--- config.mk ---
export PLATFORM = sky130hd
export DESIGN_NAME = split_add_pipe
export DESIGN_NICKNAME = d
export VERILOG_FILES = /design/src/rtl/split_add_pipe.sv
export SDC_FILE = /design/constraint.sdc
export NUM_CORES = 1
export LEC_CHECK = 0
export BUFFER_PORTS_ARGS = -buffer_cell sky130_fd_sc_hd__buf_2
export CAP_MARGIN = 20
export CORE_ASPECT_RATIO = 0.6
export CORE_MARGIN = 3
export CORE_UTILIZATION = 55
export DETAILED_ROUTE_END_ITERATION = 12
export PLACE_DENSITY_LB_ADDON = 0.05
export SLEW_MARGIN = 30
export SYNTH_ARGS = -nofsm -noshare
export SYNTH_HDL_FRONTEND = slang
export SYNTH_SLANG_ARGS = --single-unit
--- constraint.sdc ---
create_clock -name clk -period 2.8 [get_ports clk]
set_clock_uncertainty 0.05 [all_clocks]
set_input_delay 0.42 -clock clk [delete_from_list [all_inputs] [get_ports clk]]
set_output_delay 0.42 -clock clk [all_outputs]
set_load 0.01 [all_outputs]
--- src/rtl/split_add_pipe.sv ---
module split_add_pipe #(
  parameter int DATA_W = 32
) (
  input  logic              clk,
  input  logic              rst,
  input  logic              in_valid,
  input  logic [DATA_W-1:0] op_a,
  input  logic [DATA_W-1:0] op_b,
  input  logic              carry_in,
  output logic [DATA_W-1:0] sum_out,
  output logic              carry_out,
  output logic              out_valid
);
  localparam int LO_W = DATA_W / 2;
  localparam int HI_W = DATA_W - LO_W;

  logic [DATA_W-1:0] a_cap, b_cap;
  logic              cin_cap, v_cap;

  logic [LO_W-1:0]   lo_sum_q;
  logic              lo_carry_q;
  logic [HI_W-1:0]   hi_a_q, hi_b_q;
  logic              v_mid;

  logic [LO_W:0]     lo_total;
  logic [HI_W:0]     hi_total;

  assign lo_total = {1'b0, a_cap[LO_W-1:0]} + {1'b0, b_cap[LO_W-1:0]} + {{LO_W{1'b0}}, cin_cap};
  assign hi_total = {1'b0, hi_a_q} + {1'b0, hi_b_q} + {{HI_W{1'b0}}, lo_carry_q};

  always_ff @(posedge clk) begin
    if (rst) begin
      a_cap   <= '0;
      b_cap   <= '0;
      cin_cap <= 1'b0;
      v_cap   <= 1'b0;
    end else begin
      a_cap   <= op_a;
      b_cap   <= op_b;
      cin_cap <= carry_in;
      v_cap   <= in_valid;
    end
  end

  always_ff @(posedge clk) begin
    if (rst) begin
      lo_sum_q   <= '0;
      lo_carry_q <= 1'b0;
      hi_a_q     <= '0;
      hi_b_q     <= '0;
      v_mid      <= 1'b0;
    end else begin
      lo_sum_q   <= lo_total[LO_W-1:0];
      lo_carry_q <= lo_total[LO_W];
      hi_a_q     <= a_cap[DATA_W-1:LO_W];
      hi_b_q     <= b_cap[DATA_W-1:LO_W];
      v_mid      <= v_cap;
    end
  end

  always_ff @(posedge clk) begin
    if (rst) begin
      sum_out   <= '0;
      carry_out <= 1'b0;
      out_valid <= 1'b0;
    end else begin
      sum_out   <= {hi_total[HI_W-1:0], lo_sum_q};
      carry_out <= hi_total[HI_W];
      out_valid <= v_mid;
    end
  end
endmodule

==> flow_summary.ini, run 1 <==
[synth]
yosysWarnings = 0
mappedNetlistArea_um2 = 5520
netlist-cell-type-count = 49
syn_area_per_cell_um2 = 10.5
synth_edf_count = 0
syn_inst = 524
mappedNetlistNets = 626
yosysTopAreaCellShare_pct = 54.4
synth.yosys.seq_area_share_pct = 54.4
yosys-top-cells-area = dfxtp_1 (54%), nor2b_1 (15%), ha_1 (6.8%)
yosysTopAreaCell = dfxtp_1
synthTopCellsByCount = dfxtp_1 (150), nor2b_1 (132), nor2_1 (34), a21oi_1 (32), ha_1 (30)
synth_ff_type = dfxtp_1
post-synth-top-count-cell = dfxtp_1
ys_seq_elements = 150
synth_async_sr_flop_share_pct = 0

[sta]
rsz0062_at_grt = no
layout_setup_ws_ns = 0.104
timing.final.hold_violations = 0
drv_slew = 0
setup_viol = 0
fin_crit_sh_pct = 96.3
period_minus_slack_ns = 2.70
fmax_mhz = 371
slew_headroom_pct = 46.5
setup_tns_ns = 0
worst_pin_slew_ns = 0.802

[cts]
htree_levels = 4
clkTransAtPathRegs_ns = 0.06
numClockSinks = 150
cts_made_buffers = 17
ctsRootBufferMaster = clkbuf_16
clkLatencyLatePin_ns = 0.42
cts.path.max_buffers = 2
cts_tree = built

[hold_path]
hp-class = input port to register
worstHoldEndpoint = a_cap[11]$_SDFF_PP0_
whs_path_depth = 2
holdCritStartpoint = op_a[11]

[routing]
via_per_inst = 5.00
drt-initial-drc-count = 251
drc_errors = 0
vias = 3830
drtPass1Iterations = 5
wl_per_cell_um = 14.2
ant_nets = 0
wl_um = 10900

[grt]
grt_max_degree = 115
globalRouteTotalUtil_pct = 19.8
grt_pass1_vias = 3569
grt_pass1_wl_um = 17600
antenna_found_initial = 0
grt_overflow = 0

[setup_path]
worstSetupPathType = register to register
r2r_start = a_cap[0]$_SDFF_PP0_
worstPathRequired_ns = 3.05
start_kind = register
critPathArrivalTime_ns = 2.94
reg2reg_slack_ns = 0.10
worst-path-max-fanout = 4
r2r-end = lo_sum_q[12]$_SDFF_PP0_
cp-end-kind = register
worstRegToRegCells = 7

[floorplan]
die_area_um2 = 11300
start_util_pct = 58.3
die_h_um = 83.6
pin_count = 102
die_w_um = 135
row_count = 27
core_area_um2 = 9460

[pwr]
power.leakage_nw = 2.99
power_mw = 4.85
powerDensity_nw_per_um2 = 724
ir_drop_uv = 462

[layout]
layout.nets = 725
drive_gt1_share_pct = 23.4
antenna_cells = 0
stdcell_count = 766
stdcell_area_um2 = 6700
synthToLayoutAreaGrowth_pct = 21.5

[place]
port_buffers = 101
place_area_um2 = 6120
dp.cells = 733
dp_hpwl_um = 7550
place_ws_ns = 0.0824
gp_congestion = 0.834

[outcome]
status = finished, final reports clean

[run]
drv_cap = 0
cell type report:
cell class	count	area, µm²
timing repair buffer	103	539
sequential	150	3000
multi-input combinational	347	2410
clock buffer	22	474
tap	130	163
fill	711	2760
clock inverter	10	97.6
inverter	4	15.0
where the power goes:
part           internal (mW)  total, mW  switching [mW]
Combinational          0.194      0.412           0.218
Clock                   1.30       2.15           0.856
Sequential              2.26       2.29          0.0340
cells in the final DEF, fill, tap and decap left out, types with 4 or more instances in the layout:
| master | count |
|---|---|
| o211ai_1 | 4 |
| mux2_1 | 4 |
| inv_1 | 4 |
| a21o_1 | 5 |
| a21oi_1 | 32 |
| nor3_1 | 4 |
| ha_1 | 30 |
| buf_2 | 100 |
| nand2_1 | 14 |
| o21a_1 | 4 |
| nor2b_1 | 132 |
| clkbuf_16 | 17 |
| nand3_1 | 4 |
| xnor2_1 | 5 |
| mux2_2 | 7 |
| dfxtp_1 | 150 |
| o21ai_0 | 9 |
| nand4_1 | 6 |
| nor2_1 | 33 |
| xor2_1 | 7 |
sequential cells by signal, indices dropped and copies added (netlist names):
| signal | flops |
|---|---|
| a_cap | 32 |
| b_cap | 32 |
| sum_out | 32 |
| hi_a_q | 16 |
| hi_b_q | 16 |
| lo_sum_q | 16 |
| carry_out | 1 |
| cin_cap | 1 |
| lo_carry_q | 1 |
| out_valid | 1 |
| v_cap | 1 |
| v_mid | 1 |
worst max-delay path by stage:
stage	from	endpoint	cells past startpoint
after global routing	a_cap[0]$_SDFF_PP0_	lo_sum_q[12]$_SDFF_PP0_	7
after detailed placement	a_cap[0]$_SDFF_PP0_	lo_sum_q[10]$_SDFF_PP0_	7
after floorplan	a_cap[0]$_SDFF_PP0_	lo_sum_q[10]$_SDFF_PP0_	7
after global placement	a_cap[0]$_SDFF_PP0_	lo_sum_q[12]$_SDFF_PP0_	7
after CTS	a_cap[0]$_SDFF_PP0_	lo_sum_q[12]$_SDFF_PP0_	7
final	a_cap[0]$_SDFF_PP0_	lo_sum_q[12]$_SDFF_PP0_	7
per-stage QoR:
stage                     hold WS [ns]  utilization, %
after floorplan                  0.364               -
after global placement           0.368            64.6
after detailed placement         0.373            64.7
after CTS                        0.143            70.7
after global routing             0.147            70.9
final                            0.158            70.9
worst max-delay path, stage by stage, from the launching register on:
cell and delay (ns):
dfxtp_1 0.31, fa_1 0.46, fa_2 0.37, a21o_1 0.23, a311oi_2 0.32, nor2_2 0.13
a311oi_2 0.35, mux2_1 0.35
routing by layer:
layer | global-route usage, % | vias to the layer above | part of all wire, % | wire length [µm]
met5 | 0 | - | 0 | 0
met4 | 7.14 | 0 | 1.1 | 123
met3 | 6.81 | 13 | 6.9 | 751
met2 | 26.4 | 113 | 40 | 4350
met1 | 29.3 | 1750 | 52 | 5650
li1 | - | 1954 | - | -
cell families after synthesis:
group	count (synthesis)	synth area share [%]
AO/OA/AOI/OAI	79	9.34
XOR/XNOR	12	1.90
adder cells (fa/ha/maj)	34	8.25
buffers and inverters	27	1.97
flip-flops	150	54.4
multiplexers	13	2.61
AND/OR/NAND/NOR	209	21.5
what timing repair did:
| item | CTS | global route |
|---|---|---|
| gates resized for setup | 0 | 2 |
| setup buffers | 0 | 1 |
| endpoints found under the setup margin | 0 | 2 |
| hold buffers | 0 | 0 |
No activity file was read; power rests on OpenSTA's default activity.
==> run 2: changes to the inputs <==
CORE_UTILIZATION = 59   (was 55)
clock period = 3.3 ns   (was 2.8 ns; I/O delays follow)
==> run 2 against run 1 <==
Compared with the run above:
- core utilization increased by 5.5 points
- hold slack better by 0.078 ns
- clock power fell by 8%
- via count increased by 1.1%
- routed wire length grew 4.6%
- register-to-register slack gained 0.43 ns
- largest cell class unchanged
- largest power group is now clock
==> flow_summary.ini, run 2 (same netlist as run 1, synthesis figures left out) <==
[routing]
wl_met1_um = 5610
wl_met2_um = 4740
wl_um = 11400
dr.max_layer_used = met4
drc_errors = 0
wl_per_cell_um = 15.2
ant_nets = 0
route.met3.wl_um = 849
drt-initial-drc-count = 317
vias = 3872
via_per_inst = 5.18
drtPass1Iterations = 4

[pwr]
clockPowerShare_pct = 46.1
p_comb_share_pct = 8.3
powerDensity_nw_per_um2 = 636
power.share.switching_pct = 22.3
switching_power_uw = 949
power.leakage_nw = 3.01
internal-power_mw = 3.32
power_frac_seq_pct = 45.6
ir_drop_uv = 373
power_mw = 4.26

[layout]
antenna_cells = 0
layout_commonest_cell = dfxtp_1
final_cell_mix = dfxtp_1 (150), nor2b_1 (132), buf_2 (100), nor2_1 (34), a21oi_1 (32)
regArea_um2 = 3000
reg.largest.list = a_cap: 32 flops, b_cap: 32 flops, sum_out: 32 flops
multi_input_area_um2 = 2410
fin_util_pct = 76.4
synthToLayoutAreaGrowth_pct = 21.6
layout.nets = 725
stdcell_count = 748
drive_gt1_share_pct = 23.0
num-fill-cells = 597

[sta]
layout_setup_ws_ns = 0.532
fin_crit_sh_pct = 83.9
fmax_mhz = 361
drv_slew = 0
slew_headroom_pct = 46.4
period_minus_slack_ns = 2.77
timing.final.hold_violations = 0
setup_viol = 0
worst_pin_slew_ns = 0.805
setup_tns_ns = 0
rsz0062_at_grt = no

[setup_path]
critPathMaxStageDelay_ns = 0.45
start_kind = register
reg2reg_slack_ns = 0.53
worstSetupPathType = register to register
critPathSlowestCell = fa_1
worstPathRequired_ns = 3.54
critPathArrivalTime_ns = 3.01
r2r_start = a_cap[0]$_SDFF_PP0_
worstRegToRegCells = 7
path_cells = fa_1 > fa_1 > a21o_1 > a311oi_2 > nor2_1 > a311oi_2 > mux2_1
cp-end-kind = register
worst-path-max-fanout = 4
r2r-end = lo_sum_q[12]$_SDFF_PP0_

[grt]
grt_pass1_vias = 3788
grt_pass1_wl_um = 18500
antenna_found_initial = 0
globalRouteTotalUtil_pct = 22.8
grt_overflow = 0
grt_max_degree = 85

[floorplan]
core_area_um2 = 8780
die_area_um2 = 10600
start_util_pct = 62.8
die_w_um = 131
pin_count = 102
die_h_um = 80.9
row_count = 26

[cts]
clkTransAtPathRegs_ns = 0.06
cts.path.max_buffers = 2
ctsRootBufferMaster = clkbuf_16
ctsHoldBuffers = 0
clkLatencyLatePin_ns = 0.41
numClockSinks = 150
cts_resized = 0
cts_made_buffers = 17
cts_setup_buffers = 0
cts_tree = built
htree_levels = 4

[place]
port_buffers = 101
dp.cells = 716
gp_congestion = 0.830
dp_hpwl_um = 7720
place_ws_ns = 0.592

[outcome]
status = finished, final reports clean

[hold_path]
hp-class = input port to register
worstHoldEndpoint = a_cap[25]$_SDFF_PP0_
holdCritStartpoint = op_a[25]
whs_path_depth = 2

[run]
drv_cap = 0
-- run 2: critical path: cells and delay by family, from the launching register on --
family	cells	cell delay (ns)
compound gates	3	0.90
mux	1	0.37
flops	1	0.31
fa+ha+maj	2	0.86
simple gates	1	0.15
-- run 2: power groups by stage --
stage	Combinational [mW]	Sequential (mW)	Clock, mW
after floorplan	0.219	1.99	0
after global placement	0.336	1.98	0
after detailed placement	0.345	1.98	0
after CTS	0.353	1.95	2.00
after global routing	0.394	1.95	2.07
final	0.353	1.94	1.97
-- run 2: layer usage --
metal	global-route usage (%)	vias up
met3	6.57	19
met5	0	-
li1	-	1956
met4	8.11	0
met2	33.5	147
met1	32.1	1750
-- run 2: layout make-up --
class,instances,share of cell area [%]
timing repair buffer,103,7.98
sequential,150,44.8
inverter,4,0.224
multi-input combinational,347,35.9
tap,112,2.09
clock buffer,22,6.92
clock inverter,10,2.16
-- run 2: worst max-delay path by stage --
| stage | to | cells after the start | from | slack [ns] |
|---|---|---|---|---|
| global placement | lo_sum_q[12]$_SDFF_PP0_ | 7 | a_cap[0]$_SDFF_PP0_ | 0.67 |
| finish | lo_sum_q[12]$_SDFF_PP0_ | 7 | a_cap[0]$_SDFF_PP0_ | 0.53 |
| global route | lo_sum_q[12]$_SDFF_PP0_ | 7 | a_cap[0]$_SDFF_PP0_ | 0.40 |
| detailed placement | lo_sum_q[12]$_SDFF_PP0_ | 7 | a_cap[0]$_SDFF_PP0_ | 0.59 |
| CTS | lo_sum_q[12]$_SDFF_PP0_ | 7 | a_cap[0]$_SDFF_PP0_ | 0.54 |
| floorplan | lo_sum_q[10]$_SDFF_PP0_ | 7 | a_cap[0]$_SDFF_PP0_ | 0.78 |
-- run 2: through the flow --
stage	cell area (µm²)	hold slack (ns)
after floorplan	5520	0.364
after global placement	6100	0.366
after detailed placement	6100	0.371
after CTS	6710	0.224
after global routing	6710	0.234
final	6710	0.236
